===== config.mk =====
export PLATFORM = sky130hd
export DESIGN_NAME = flash_lock_ctrl
export DESIGN_NICKNAME = d
export VERILOG_FILES = /design/src/rtl/flash_lock_pkg.sv /design/src/rtl/flash_lock_range_regs.sv /design/src/rtl/flash_lock_state_array.sv /design/src/rtl/flash_lock_walker.sv /design/src/rtl/flash_lock_ctrl.sv
export SDC_FILE = /design/constraint.sdc
export NUM_CORES = 1
export LEC_CHECK = 0
export ABC_AREA = 1
export CAP_MARGIN = 20
export CORE_MARGIN = 4
export CORE_UTILIZATION = 50
export CTS_CLUSTER_SIZE = 8
export DETAILED_ROUTE_END_ITERATION = 10
export GPL_TIMING_DRIVEN = 0
export PLACE_DENSITY = 0.81
export SYNTH_ARGS = -nofsm -noshare
export SYNTH_HDL_FRONTEND = slang
export SYNTH_SLANG_ARGS = --single-unit

===== constraint.sdc =====
create_clock -name clk -period 4.9 [get_ports clk]
set_input_delay 1.225 -clock clk [delete_from_list [all_inputs] [get_ports clk]]
set_output_delay 1.225 -clock clk [all_outputs]
set_load 0.05 [all_outputs]

===== src/rtl/flash_lock_pkg.sv =====
package flash_lock_pkg;

    typedef enum logic [2:0] {
        BLK_UNLOCKED = 3'b100,
        BLK_LOCKED   = 3'b010,
        BLK_TIGHT    = 3'b001
    } blk_state_e;

    typedef enum logic [1:0] {
        OP_UNLOCK = 2'd0,
        OP_LOCK   = 2'd1,
        OP_TIGHT  = 2'd2
    } walk_op_e;

    localparam logic [7:0] CODE_UNLOCK = 8'h23;
    localparam logic [7:0] CODE_LOCK   = 8'h2a;
    localparam logic [7:0] CODE_TIGHT  = 8'h2c;

    function automatic logic is_walk_code(input logic [7:0] code);
        return (code == CODE_UNLOCK) || (code == CODE_LOCK) || (code == CODE_TIGHT);
    endfunction

    function automatic walk_op_e code_to_op(input logic [7:0] code);
        walk_op_e op;
        case (code)
            CODE_UNLOCK: op = OP_UNLOCK;
            CODE_TIGHT:  op = OP_TIGHT;
            default:     op = OP_LOCK;
        endcase
        return op;
    endfunction

endpackage


===== src/rtl/flash_lock_range_regs.sv =====
module flash_lock_range_regs #(
    parameter int ADDR_W = 16,
    parameter int IDX_W  = 4
) (
    input  logic              clk,
    input  logic              rst_n,
    input  logic              start_wr,
    input  logic              end_wr,
    input  logic [ADDR_W-1:0] wdata,
    output logic [IDX_W-1:0]  range_start,
    output logic [IDX_W-1:0]  range_end
);

    typedef struct packed {
        logic [IDX_W-1:0] first;
        logic [IDX_W-1:0] last;
    } range_t;

    range_t rng_d, rng_q;
    logic [IDX_W-1:0] masked;

    assign masked = wdata[IDX_W-1:0];

    always_comb begin
        rng_d = rng_q;
        if (start_wr) begin
            rng_d.first = masked;
            rng_d.last  = masked;
        end else if (end_wr) begin
            rng_d.last = masked;
        end
    end

    always_ff @(posedge clk) begin
        if (!rst_n) rng_q <= '0;
        else        rng_q <= rng_d;
    end

    assign range_start = rng_q.first;
    assign range_end   = rng_q.last;

endmodule


===== src/rtl/flash_lock_state_array.sv =====
module flash_lock_state_array
    import flash_lock_pkg::*;
#(
    parameter int NUM_BLK = 16,
    parameter int IDX_W   = 4
) (
    input  logic             clk,
    input  logic             rst_n,
    input  logic             wr_en,
    input  logic [IDX_W-1:0] wr_idx,
    input  blk_state_e       wr_val,
    input  logic [IDX_W-1:0] rd_idx,
    output blk_state_e       rd_val,
    input  logic [IDX_W-1:0] q_idx,
    output blk_state_e       q_val
);

    localparam logic [IDX_W:0] LIMIT = (IDX_W+1)'(NUM_BLK);

    blk_state_e cells [NUM_BLK];

    for (genvar g = 0; g < NUM_BLK; g++) begin : g_cell
        blk_state_e cell_d, cell_q;

        always_comb begin
            cell_d = cell_q;
            if (wr_en && (wr_idx == IDX_W'(g))) cell_d = wr_val;
        end

        always_ff @(posedge clk) begin
            if (!rst_n) cell_q <= BLK_LOCKED;
            else        cell_q <= cell_d;
        end

        assign cells[g] = cell_q;
    end

    always_comb begin
        rd_val = BLK_LOCKED;
        if ({1'b0, rd_idx} < LIMIT) rd_val = cells[rd_idx];
    end

    always_comb begin
        q_val = BLK_LOCKED;
        if ({1'b0, q_idx} < LIMIT) q_val = cells[q_idx];
    end

endmodule


===== src/rtl/flash_lock_walker.sv =====
module flash_lock_walker
    import flash_lock_pkg::*;
#(
    parameter int NUM_BLK = 16,
    parameter int IDX_W   = 4
) (
    input  logic             clk,
    input  logic             rst_n,
    input  logic             cmd_valid,
    input  logic [7:0]       cmd_code,
    input  logic [IDX_W-1:0] range_start,
    input  logic [IDX_W-1:0] range_end,
    input  logic             status_clr,
    input  blk_state_e       cur_state,
    output logic             busy,
    output logic [IDX_W-1:0] walk_idx,
    output logic             wr_en,
    output blk_state_e       wr_val,
    output blk_state_e       wp_status,
    output logic             irq,
    output logic             cmd_err
);

    localparam logic [IDX_W:0] LIMIT = (IDX_W+1)'(NUM_BLK);

    typedef struct packed {
        logic             busy;
        walk_op_e         op;
        logic [IDX_W-1:0] idx;
        logic [IDX_W-1:0] last;
        blk_state_e       wp;
        logic             irq;
        logic             err;
    } walk_t;

    walk_t w_d, w_q;
    logic  step, stop;

    always_comb begin
        w_d    = w_q;
        wr_en  = 1'b0;
        wr_val = BLK_LOCKED;
        step   = 1'b0;
        stop   = 1'b0;

        if (status_clr) begin
            w_d.irq = 1'b0;
            w_d.err = 1'b0;
        end

        if (w_q.busy) begin
            if ({1'b0, w_q.idx} >= LIMIT) begin
                w_d.err = 1'b1;
                stop    = 1'b1;
            end else if (w_q.op == OP_TIGHT) begin
                if (cur_state != BLK_UNLOCKED) begin
                    wr_en  = 1'b1;
                    wr_val = BLK_TIGHT;
                end
                step = 1'b1;
            end else if (cur_state == BLK_TIGHT) begin
                stop = 1'b1;
            end else begin
                wr_en  = 1'b1;
                wr_val = (w_q.op == OP_UNLOCK) ? BLK_UNLOCKED : BLK_LOCKED;
                step   = 1'b1;
            end

            if (wr_en) w_d.wp = wr_val;

            if (stop) begin
                w_d.busy = 1'b0;
            end else if (step) begin
                if (w_q.idx == w_q.last) w_d.busy = 1'b0;
                else                     w_d.idx  = w_q.idx + 1'b1;
            end
        end else if (cmd_valid && is_walk_code(cmd_code)) begin
            w_d.irq  = 1'b1;
            w_d.op   = code_to_op(cmd_code);
            w_d.idx  = range_start;
            w_d.last = range_end;
            w_d.busy = (range_start <= range_end);
        end
    end

    always_ff @(posedge clk) begin
        if (!rst_n) begin
            w_q      <= '0;
            w_q.op   <= OP_LOCK;
            w_q.wp   <= BLK_LOCKED;
        end else begin
            w_q <= w_d;
        end
    end

    assign busy      = w_q.busy;
    assign walk_idx  = w_q.idx;
    assign wp_status = w_q.wp;
    assign irq       = w_q.irq;
    assign cmd_err   = w_q.err;

endmodule


===== src/rtl/flash_lock_ctrl.sv =====
module flash_lock_ctrl
    import flash_lock_pkg::*;
#(
    parameter int NUM_BLK = 16,
    parameter int ADDR_W  = 16,
    parameter int IDX_W   = (NUM_BLK > 1) ? $clog2(NUM_BLK) : 1
) (
    input  logic              clk,
    input  logic              rst_n,
    input  logic              cmd_valid,
    input  logic [7:0]        cmd_code,
    input  logic              start_wr,
    input  logic              end_wr,
    input  logic [ADDR_W-1:0] wdata,
    input  logic              status_clr,
    input  logic [IDX_W-1:0]  query_idx,
    output logic [2:0]        query_state,
    output logic              busy,
    output logic [2:0]        wp_status,
    output logic              irq,
    output logic              cmd_err
);

    logic [IDX_W-1:0] range_start, range_end, walk_idx;
    logic             wr_en;
    blk_state_e       wr_val, cur_state, q_val, wp_st;

    flash_lock_range_regs #(.ADDR_W(ADDR_W), .IDX_W(IDX_W)) u_range (
        .clk        (clk),
        .rst_n      (rst_n),
        .start_wr   (start_wr),
        .end_wr     (end_wr),
        .wdata      (wdata),
        .range_start(range_start),
        .range_end  (range_end)
    );

    flash_lock_walker #(.NUM_BLK(NUM_BLK), .IDX_W(IDX_W)) u_walk (
        .clk        (clk),
        .rst_n      (rst_n),
        .cmd_valid  (cmd_valid),
        .cmd_code   (cmd_code),
        .range_start(range_start),
        .range_end  (range_end),
        .status_clr (status_clr),
        .cur_state  (cur_state),
        .busy       (busy),
        .walk_idx   (walk_idx),
        .wr_en      (wr_en),
        .wr_val     (wr_val),
        .wp_status  (wp_st),
        .irq        (irq),
        .cmd_err    (cmd_err)
    );

    flash_lock_state_array #(.NUM_BLK(NUM_BLK), .IDX_W(IDX_W)) u_array (
        .clk   (clk),
        .rst_n (rst_n),
        .wr_en (wr_en),
        .wr_idx(walk_idx),
        .wr_val(wr_val),
        .rd_idx(walk_idx),
        .rd_val(cur_state),
        .q_idx (query_idx),
        .q_val (q_val)
    );

    assign query_state = q_val;
    assign wp_status   = wp_st;

endmodule


Yosys cells after proc, flatten, opt, wreduce, memory -nomap -nowiden
Index checks and enable logic that the tools add are counted.
- input bits: 34
- output and inout bits: 9
- flip-flop bits (word level): 71
- eq/ne operators: 25
- bitwise operators: 3
- add/subtract/negate cells: 1
- reduce and logical (&&, ||, !) cells: 26
- muxes and demuxes: 36
- magnitude comparators: 3
- operators with widths (cell ; count):
    $eq 4x4->1 const B ; 8
    $bmux 3 s4 ; 2
    $eq 8x6->1 const B ; 3
    $mux 3 ; 8
    $mux 4 ; 6
    $logic_and 1x1->1 ; 17
    $eq 4x3->1 const B ; 4
    $mux 1 ; 16
    $mux 11 ; 1
    $ge 5x5->1 const B ; 2
    $not 4->5 ; 2
    $eq 4x2->1 const B ; 2
    $ne 2x2->1 const B ; 3
    $add 4x1->4 const B ; 1
    $eq 4x1->1 const B ; 1
    $eq 4x4->1 ; 1
    $le 4x4->1 ; 1
    $logic_not 4->1 ; 1
    $mux 2 ; 2
    $pmux 2 s2 ; 1
    $reduce_and 2->1 ; 2
    $reduce_and 4->1 ; 1
    $reduce_bool 2->1 ; 2
    $eq 3x1->1 const B ; 1
    other kinds (5) ; 6

Depth between registers and ports, before layout
Gate-level depths: netlist of the first run.
- word-level depth: 11
- mapped depth: 17
- gate-level depth less buffers: 15

Hierarchy
A second synthesis of the first run with hierarchy kept.
- cell total of the unflattened synthesis: 668
- area, all modules: 4180.3 µm²
- by module, submodules not included (module ; instances ; cells each ; area each (µm²) ; seq. area each (µm²)):
    flash_lock_state_array ; 1 ; 465 ; 2825.2 ; 960.9
    flash_lock_walker ; 1 ; 161 ; 1044.8 ; 300.3
    flash_lock_range_regs ; 1 ; 42 ; 310.3 ; 160.2

Worst setup path after synthesis of the first run
OpenSTA, ideal clock, no wires.
- kind: input to output
- from: in query_idx[0]
- to: out query_state[0]
- path slack: 0.616 ns
- stages on the path: 6
- arrival time: 3.059 ns
- path buffers: 2
- path through: clkbuf_1 > clkbuf_1 > o21ai_0 > nand2_1 > o22ai_1 > o21ai_0
- longest elaborated chain between the ends: 4
- ends and longest elaborated chain (what ; RTL line ; text):
    start: declaration ; flash_lock_ctrl.sv:16 ; input logic [IDX_W-1:0] query_idx,
    $not 4->5 (implied by the code) ; flash_lock_state_array.sv:45 ; if ({1'b0, q_idx} < LIMIT) q_val = cells[q_idx];
    $bmux 3 s4 ; flash_lock_state_array.sv:45 ;
    $mux 3 (implied by the code) (2 in series) ; flash_lock_state_array.sv:45 ;
    end: declaration ; flash_lock_ctrl.sv:17 ; output logic [2:0] query_state,
Every way passes these cells. The select of a mux whose other input is x is not followed.

Worst setup path after layout of the first run
Ends and elaborated chain as after synthesis.

==> results of run 1 <==
[logic make-up after synthesis]
group | count (synthesis)
adder cells (fa/ha/maj) | 8
AND/OR/NAND/NOR | 400
buffers and inverters | 120
other | 1
XOR/XNOR | 4
AO/OA/AOI/OAI | 101
flip-flops | 71
[through the flow]
stage	worst slack, ps	power (uW)
global placement	253	710
CTS	277	1180
floorplan	616	668
global route	115	1220
finish	195	1180
detailed placement	277	713
[critical path, stage by stage]
cell	delay [ps]
clkbuf_1	380
clkbuf_1	450
a21oi_1	140
o21ai_0	200
o221ai_1	140
o21ai_0	110
clkdlybuf4s50_1	820
[state kept, by name, indices dropped and copies added (netlist names)]
signal and cells:
u_range.range_start 4, u_range.range_end 4, u_walk.wp_status 3, u_walk.w_q 6, u_walk.walk_idx 4, u_walk.irq 1
u_array.g_cell.cell_q 48, u_walk.busy 1
[layout make-up]
cell class	count	area, um2	area share, %
sequential	71	1420	27.8
buffer	38	245	4.79
timing repair buffer	26	260	5.08
tap	108	135	2.64
inverter	82	313	6.11
multi-input combinational	514	2550	49.9
clock buffer	10	128	2.49
clock inverter	6	61.3	1.20
[cell usage in the layout (no fill, tap or decap), types with 5 or more instances in the layout]
master | synthesis | layout
clkbuf_1 | 14 | 15
dfxtp_1 | 71 | 71
nand3_1 | 56 | 56
ha_1 | 8 | 8
o221ai_1 | 5 | 5
o21ai_0 | 42 | 42
nand4_4 | 10 | 10
nand2_1 | 177 | 177
inv_2 | 5 | 5
nand4_1 | 9 | 9
a21oi_1 | 39 | 39
clkdlybuf4s50_1 | 0 | 26
buf_6 | 7 | 7
nand2_2 | 10 | 10
buf_4 | 9 | 9
inv_1 | 75 | 75
nor2_1 | 127 | 127
clkbuf_8 | 0 | 9
[power by group]
group	switching (uW)	total, uW	internal, uW	leakage, uW
Combinational	74.1	117	42.5	0.00185
Sequential	3.15	585	582	0.000575
Clock	243	476	234	0.0000960
[routing by layer]
layer / track usage, % / up-vias
li1: - / 2319
met1: 33.3 / 2104
met2: 45.2 / 239
met3: 5.43 / 38
met4: 10.1 / 0
met5: 0 / -
[final timing paths]
check | endpoint | slack (ps) | cells after the start
max reg2reg | u_array.g_cell[8].cell_q[2]$_SDFFE_PN0P_ | 2520 | 13
min | u_walk.wp_status[0]$_SDFFE_PN0P_ | 470 | 2
min reg2reg | u_walk.wp_status[0]$_SDFFE_PN0P_ | 470 | 2
max | query_state[0] | 200 | 7
==> results.md, run 1 <==
* Status: complete, no violations
* Worst Tran Pin Value at 638 ps
* Post-cts hold buffer count at 0
* Register area share after synthesis at 31.3%
* GRT Total Usage at 26.6%
* Top-area cell type share of the netlist area at 31.3%
* CTS sink cnt at 71
* Fraction of the mapped netlist area in adder cells at 2.21%
* Largest area contributor in the netlist: dfxtp_1
* # DRC at 0
* Worst EP arrival at 3480 ps
* Final #Nets at 784
* Pin count of the biggest net entering global routing at 13
* Wire length on met3 at 1280 um
* RR Startpoint: u_walk.walk_idx[1]$_SDFFE_PN0P_
* Wire length on met1 at 5480 um
* Fin Clk Skew at 9.07 ps
* Final hold viol count at 0
* Crit-path max FO at 10
* Number of max-slew violations in the final report at 0
* Final setup violation count at 0
* Pwr dens at 230 nW/um2
* Vias at 4,700
* First-pass GRT wire length at 21,700 um
* Die Area at 10,700 um2
* Final period utilization at 96.0%
* FMAX at 213 MHz
* Starting DRT DRC Count at 318
* Port Buffers at 26
* Antenna cells at 0
* Initial antenna violation count at 0
* Fin cells at 855
* DRT Wirelength at 13,500 um
* Clock slew at the register clock pins of the worst setup and hold paths at 80 ps
* Remaining Overflow, GRT at 0
* Fin Hold WS at 467 ps
* Hold Path Class: reg -> reg
* Setup bufs post-CTS at 0
* Post-DP HPWL at 10,000 um
* Minimum clock period at 4700 ps
* Area delta synth->final at 12.9%
* DR WL met2 at 6420 um
* IO Count at 43
* Max layer used: met4
* Top_reg_cell synth: dfxtp_1
* EDFF count, synth at 0
* Max transition margin at 57.5%
* Floorplan core area at 8760 um2
* Root buffer cell: clkbuf_8
* Yosys warning total at 0
* CP required at 3670 ps
* Cells after DPL at 839
* Leak at 0.00252 uW
* H-tree depth at 3
* Proportion of synthesized area in mux cells at 0%
* Post-route cell area at 5120 um2
* Max_cap viols at 0
* Fin util at 58.4%
* Fin Setup TNS at 0 ps
* XOR/XNOR share of the synthesized area at 0.773%
* Post_cts resized at 0
* Synth cell count leaders: nand2_1 (177), nor2_1 (127), inv_1 (75)
* Largest family of logic cells by synthesized area: simple AND/OR/NAND/NOR gates
* Syn avg cell area at 6.43 um2
* Via density at 5.50
* Post-Syn Area at 4530 um2
* Max Buffers Root-to-Sink at 2
* Syn_nets at 747
* Crit start category: input pin
* Post-Syn Instances at 705
* TritonCTS clock tree: yes
* Max VDD drop at 140 uV
* Layout cell share with drive strength beyond 1 at 9.64%
* Antenna-violating nets left at 0
* Synth cell types at 36
* Dpl cell area at 4930 um2
* Die Span X at 103 um
* Worst Min Path Start: u_walk.wp_status[0]$_SDFFE_PN0P_
* WS Path Type: in -> out
* Height of the die at 103 um
* Post-synthesis async set-or-reset flop share at 0%
* FILL cells at 882
* DR WL/cell at 15.8 um
* Synth Area in Compound Gates at 12.1%
* Crit. Startpoint: query_idx[0]
* Largest cells by area after synthesis: dfxtp_1 (31%), nand2_1 (15%), nor2_1 (11%)
* Gpl congestion at 0.961
* RSZ-0062 raised after global routing: false
* Insertion delay to the later sink of the worst-skew pair at 360 ps
* Vias in the first global route at 4,475
* Most numerous cell in the Yosys netlist: nand2_1
* Num rows at 34
* Synth Area in Simple Gates at 41.1%
* TritonCTS buffer count at 9
* Initial Utilization at 51.7%
* Initial DRT Pass Iterations at 5
* CP endpoint kind: output port
* #FFs+latches synth at 71
(Power assumes the default switching activity.)
==> run 2: changes to the inputs <==
- RECOVER_POWER: unset -> 25
==> results.md, run 2 (synthesis results as in run 1) <==
* Status: complete, no violations
* Post_cts resized at 0
* Initial Utilization at 51.7%
* Root buffer cell: clkbuf_8
* FF-to-FF path depth at 13
* Place WS at 277 ps
* Max_cap viols at 0
* Clock slew at the register clock pins of the worst setup and hold paths at 80 ps
* DRT Wirelength at 13,600 um
* H-tree depth at 3
* Crit path max-delay family: buffers and inverters
* Gpl congestion at 0.961
* Setup slack after layout at 219 ps
* Vias in the first global route at 4,475
* Slowest stage delay, CP at 810 ps
* FMAX at 214 MHz
* First-pass GRT wire length at 21,700 um
* Pin count of the biggest net entering global routing at 13
* GRT Total Usage at 26.6%
* Max transition margin at 56.4%
* CTS sink cnt at 71
* Fin Setup TNS at 0 ps
* TritonCTS clock tree: yes
* Insertion delay to the later sink of the worst-skew pair at 360 ps
* Top reg by flops: u_array.g_cell.cell_q
* CP required at 3670 ps
* WP depth at 7
* Num rows at 34
* Worst EP arrival at 3460 ps
* # DRC at 0
* Hold-critical path depth at 2
* Pwr dens at 232 nW/um2
* Max Buffers Root-to-Sink at 2
* WS Path Type: in -> out
* Via density at 5.52
* Dpl cell area at 4930 um2
* CP max-delay cell: clkdlybuf4s50_1
* Layout cell share with drive strength beyond 1 at 8.97%
* Remaining Overflow, GRT at 0
* Final period utilization at 95.5%
* Most frequent cells in the layout: nand2_1 (178), nor2_1 (127), inv_1 (75), dfxtp_1 (71), nand3_1 (56)
* Crit start category: input pin
* Antenna-violating nets left at 0
* Minimum clock period at 4680 ps
* DR WL/cell at 15.9 um
* RSZ-0062 raised after global routing: false
* Final setup violation count at 0
* Height of the die at 103 um
* Setup bufs post-CTS at 0
* CP endpoint kind: output port
* Commonest non-fill, non-tap cell in the layout: nand2_1
* Antenna cells at 0
* Biggest regs: u_array.g_cell.cell_q: 48 flops, u_walk.w_q: 6 flops
* Post-cts hold buffer count at 0
* Final #Nets at 784
* Floorplan core area at 8760 um2
* Initial DRT Pass Iterations at 6
* Port Buffers at 26
* Vias at 4,717
* Hold Path Class: reg -> reg
* Worst Tran Pin Value at 654 ps
* Area delta synth->final at 12.1%
* Crit-path max FO at 10
* Number of max-slew violations in the final report at 0
* Fin Clk Skew at 8.39 ps
* IO Count at 43
* Die Span X at 103 um
* TritonCTS buffer count at 9
* Max VDD drop at 140 uV
* Post-DP HPWL at 10,000 um
* Die Area at 10,700 um2
* Initial antenna violation count at 0
* Max FFs per register at 48
* Starting DRT DRC Count at 316
* Post-route cell area at 5080 um2
* Leak at 0.00251 uW
* Worst path most repeated cell: clkbuf_1
* Worst-path cell chain: clkbuf_1 > clkbuf_1 > o21ai_0 > a21oi_1 > o221ai_1 > nand2_1 > clkdlybuf4s50_1
* Crit path buffers/inverters at 3
* Final hold viol count at 0
## run 2: routing by layer
layer	track usage, %	vias up	part of all wire [%]
met1	33.3	2132	41
met4	10.1	0	2.3
met5	0	-	0
met2	45.2	235	48
met3	5.43	36	8.8
li1	-	2314	-
## run 2: per-stage QoR
| stage | util, % | std cells | hold WS [ps] | total power, uW |
|---|---|---|---|---|
| 5_1_grt | 58.0 | 855 | 491 | 1220 |
| 6_report | 58.0 | 855 | 465 | 1180 |
| 3_5_place_dp | 56.3 | 839 | 458 | 713 |
| 2_1_floorplan | - | 705 | 441 | 668 |
| 3_3_place_gp | 56.3 | 839 | 456 | 710 |
| 4_1_cts | 58.4 | 855 | 474 | 1180 |
## run 2: tightest hold or removal path, cell delays in order, from the launching register on
cell and delay (ps):
dfxtp_1 310, nand2_1 60, a21oi_1 50
## run 2: final cells by class
cell class / instances / area [um2]
timing repair buffer: 26 / 260
multi-input combinational: 514 / 2520
tap: 108 / 135
sequential: 71 / 1420
inverter: 82 / 313
fill: 884 / 3680
clock buffer: 10 / 128
buffer: 38 / 240
clock inverter: 6 / 61.3
## run 2: final timing paths
path                                                  startpoint                                  endpoint  slack (ps)
worst max-delay path                                query_idx[0]                            query_state[1]         220
worst min-delay path            u_walk.wp_status[0]$_SDFFE_PN0P_          u_walk.wp_status[0]$_SDFFE_PN0P_         470
worst max register to register   u_walk.walk_idx[1]$_SDFFE_PN0P_  u_array.g_cell[8].cell_q[2]$_SDFFE_PN0P_        1620
worst min register to register  u_walk.wp_status[0]$_SDFFE_PN0P_          u_walk.wp_status[0]$_SDFFE_PN0P_         470
## run 2: report_power, final
part           total [uW]  switching [uW]  internal (uW)
combinational         116            73.7           42.2
sequential            585            3.12            582
clock                 476             242            234
==> run 3: changes to the inputs <==
- CAP_MARGIN: 20 -> unset
- CTS_CLUSTER_DIAMETER: unset -> 100
- DONT_BUFFER_PORTS: unset -> 1
- PLACE_DENSITY: 0.81 -> 0.75
==> results.md, run 3 (synthesis results as in run 1) <==
* Gpl congestion at 0.985
* Fin Clk Skew at 14.5 ps
* Top reg by flops: u_array.g_cell.cell_q
* Port Buffers at 0
* CP max-delay cell: o21ai_1
* DR WL/cell at 16.2 um
* Hold Path Class: reg -> reg
* Worst EP arrival at 3180 ps
* Die Span X at 103 um
* Worst-path cell chain: clkbuf_1 > clkbuf_1 > o21ai_0 > nand2_1 > o22ai_1 > o21ai_1
* Antenna cells at 0
* Crit start category: input pin
* Worst Tran Pin Value at 979 ps
* Initial DRT Pass Iterations at 5
* Final hold viol count at 0
* Psw at 310 uW
* Num rows at 34
* Area delta synth->final at 6.95%
* Slowest stage delay, CP at 780 ps
* Reg power frac at 48.5%
* Worst path most repeated cell: clkbuf_1
* Final #Nets at 758
* Crit-path max FO at 10
* Layout cell share with drive strength beyond 1 at 8.88%
* Setup slack after layout at 499 ps
* WS Path Type: in -> out
* Root buffer cell: clkbuf_8
* Starting DRT DRC Count at 301
* Max Buffers Root-to-Sink at 2
* Max_cap viols at 0
* Vias in the first global route at 4,326
* Insertion delay to the later sink of the worst-skew pair at 360 ps
* CP required at 3670 ps
* Die Area at 10,700 um2
* Post-cts hold buffer count at 0
* H-tree depth at 3
* Cells after DPL at 813
* TritonCTS buffer count at 9
* Biggest regs: u_array.g_cell.cell_q: 48 flops, u_walk.w_q: 6 flops
* Fin cells at 829
* Initial Utilization at 51.7%
* Post-DP HPWL at 9760 um
* P_int at 896 uW
* Most frequent cells in the layout: nand2_1 (178), nor2_1 (127), inv_1 (75), dfxtp_1 (71), nand3_1 (56)
* Height of the die at 103 um
* CTS sink cnt at 71
* Dpl cell area at 4670 um2
* Minimum clock period at 4400 ps
* First-pass GRT wire length at 21,000 um
* CP endpoint kind: output port
* Leak at 0.00241 uW
* Post_cts resized at 0
* Fin Setup TNS at 0 ps
* Switching share of total power at 25.7%
* Setup bufs post-CTS at 0
* IO Count at 43
* Vias at 4,584
* Remaining Overflow, GRT at 0
* Commonest non-fill, non-tap cell in the layout: nand2_1
* Pin count of the biggest net entering global routing at 13
* Via density at 5.53
* Floorplan core area at 8760 um2
* TritonCTS clock tree: yes
* Final period utilization at 89.8%
* Logic pwr share at 7.9%
* Final setup violation count at 0
* Pwr dens at 249 nW/um2
* Status: complete, no violations
* RSZ-0062 raised after global routing: false
* Post-route cell area at 4850 um2
* Clock slew at the register clock pins of the worst setup and hold paths at 70 ps
* Max VDD drop at 139 uV
* Crit path buffers/inverters at 2
* FMAX at 227 MHz
* Clock Power Share at 43.6%
* GRT Total Usage at 26.0%
* Initial antenna violation count at 0
* Max transition margin at 34.3%
* # DRC at 0
* DRT Wirelength at 13,400 um
* Max FFs per register at 48
* Number of max-slew violations in the final report at 0
* Place WS at 521 ps
* Antenna-violating nets left at 0
* Crit path max-delay family: compound AO/OA/AOI/OAI gates
==> run 3: cell types whose count changed in the layout (fill, tap and decap cells not counted), sizes merged <==
| cell | delta |
|---|---|
| clkdlybuf4s50 | -25 |
| bufinv | +1 |
| clkbuf | +4 |
| clkinvlp | -1 |
| dlygate4sd3 | -1 |
| clkinv | -1 |
| buf | -3 |
==> run 3: power groups by stage <==
| stage | clock, uW | combinational, uW | sequential, uW |
|---|---|---|---|
| 5_1_grt | 558 | 105 | 586 |
| 2_1_floorplan | 0 | 70.7 | 598 |
| 3_5_place_dp | 0 | 94.1 | 599 |
| 4_1_cts | 530 | 94.4 | 585 |
| 6_report | 525 | 95.0 | 585 |
| 3_3_place_gp | 0 | 92.9 | 599 |
==> run 3: cell type report <==
cell class	count	area, um2
buffer	38	229
clock buffer	11	131
clock inverter	5	82.6
fill	899	3910
inverter	82	313
multi-input combinational	514	2540
sequential	71	1420
tap	108	135
==> run 3: metal layers <==
metal,global-route usage [%],vias up,part of all wire [%]
met5,0,-,0
met4,12.6,0,3.3
met3,3.69,35,6.8
met2,43.7,165,47
met1,32.7,2121,43
li1,-,2263,-
==> run 3: worst register-to-register path, delay by kind of cell (launching register included) <==
family	cells	cell delay, ps
buffers and inverters	4	1530
AND/OR/NAND/NOR	10	1310
flip-flops	1	370
==> run 3: through the flow <==
| stage | total power, uW | hold slack [ps] | util [%] |
|---|---|---|---|
| final | 1210 | 475 | 55.3 |
| after global placement | 692 | 457 | 53.3 |
| after detailed placement | 693 | 464 | 53.3 |
| after global routing | 1250 | 513 | 55.3 |
| after floorplan | 668 | 441 | - |
| after CTS | 1210 | 482 | 55.7 |
==> run 3: final timing paths <==
kind              cells after the start  slack, ps                              from                                        end
setup / recovery                      6        500                      query_idx[0]                             query_state[0]
setup reg to reg                     14       1560   u_walk.walk_idx[1]$_SDFFE_PN0P_  u_array.g_cell[13].cell_q[2]$_SDFFE_PN0P_
hold reg to reg                       2        470  u_walk.wp_status[0]$_SDFFE_PN0P_           u_walk.wp_status[0]$_SDFFE_PN0P_
hold / removal                        2        470  u_walk.wp_status[0]$_SDFFE_PN0P_           u_walk.wp_status[0]$_SDFFE_PN0P_
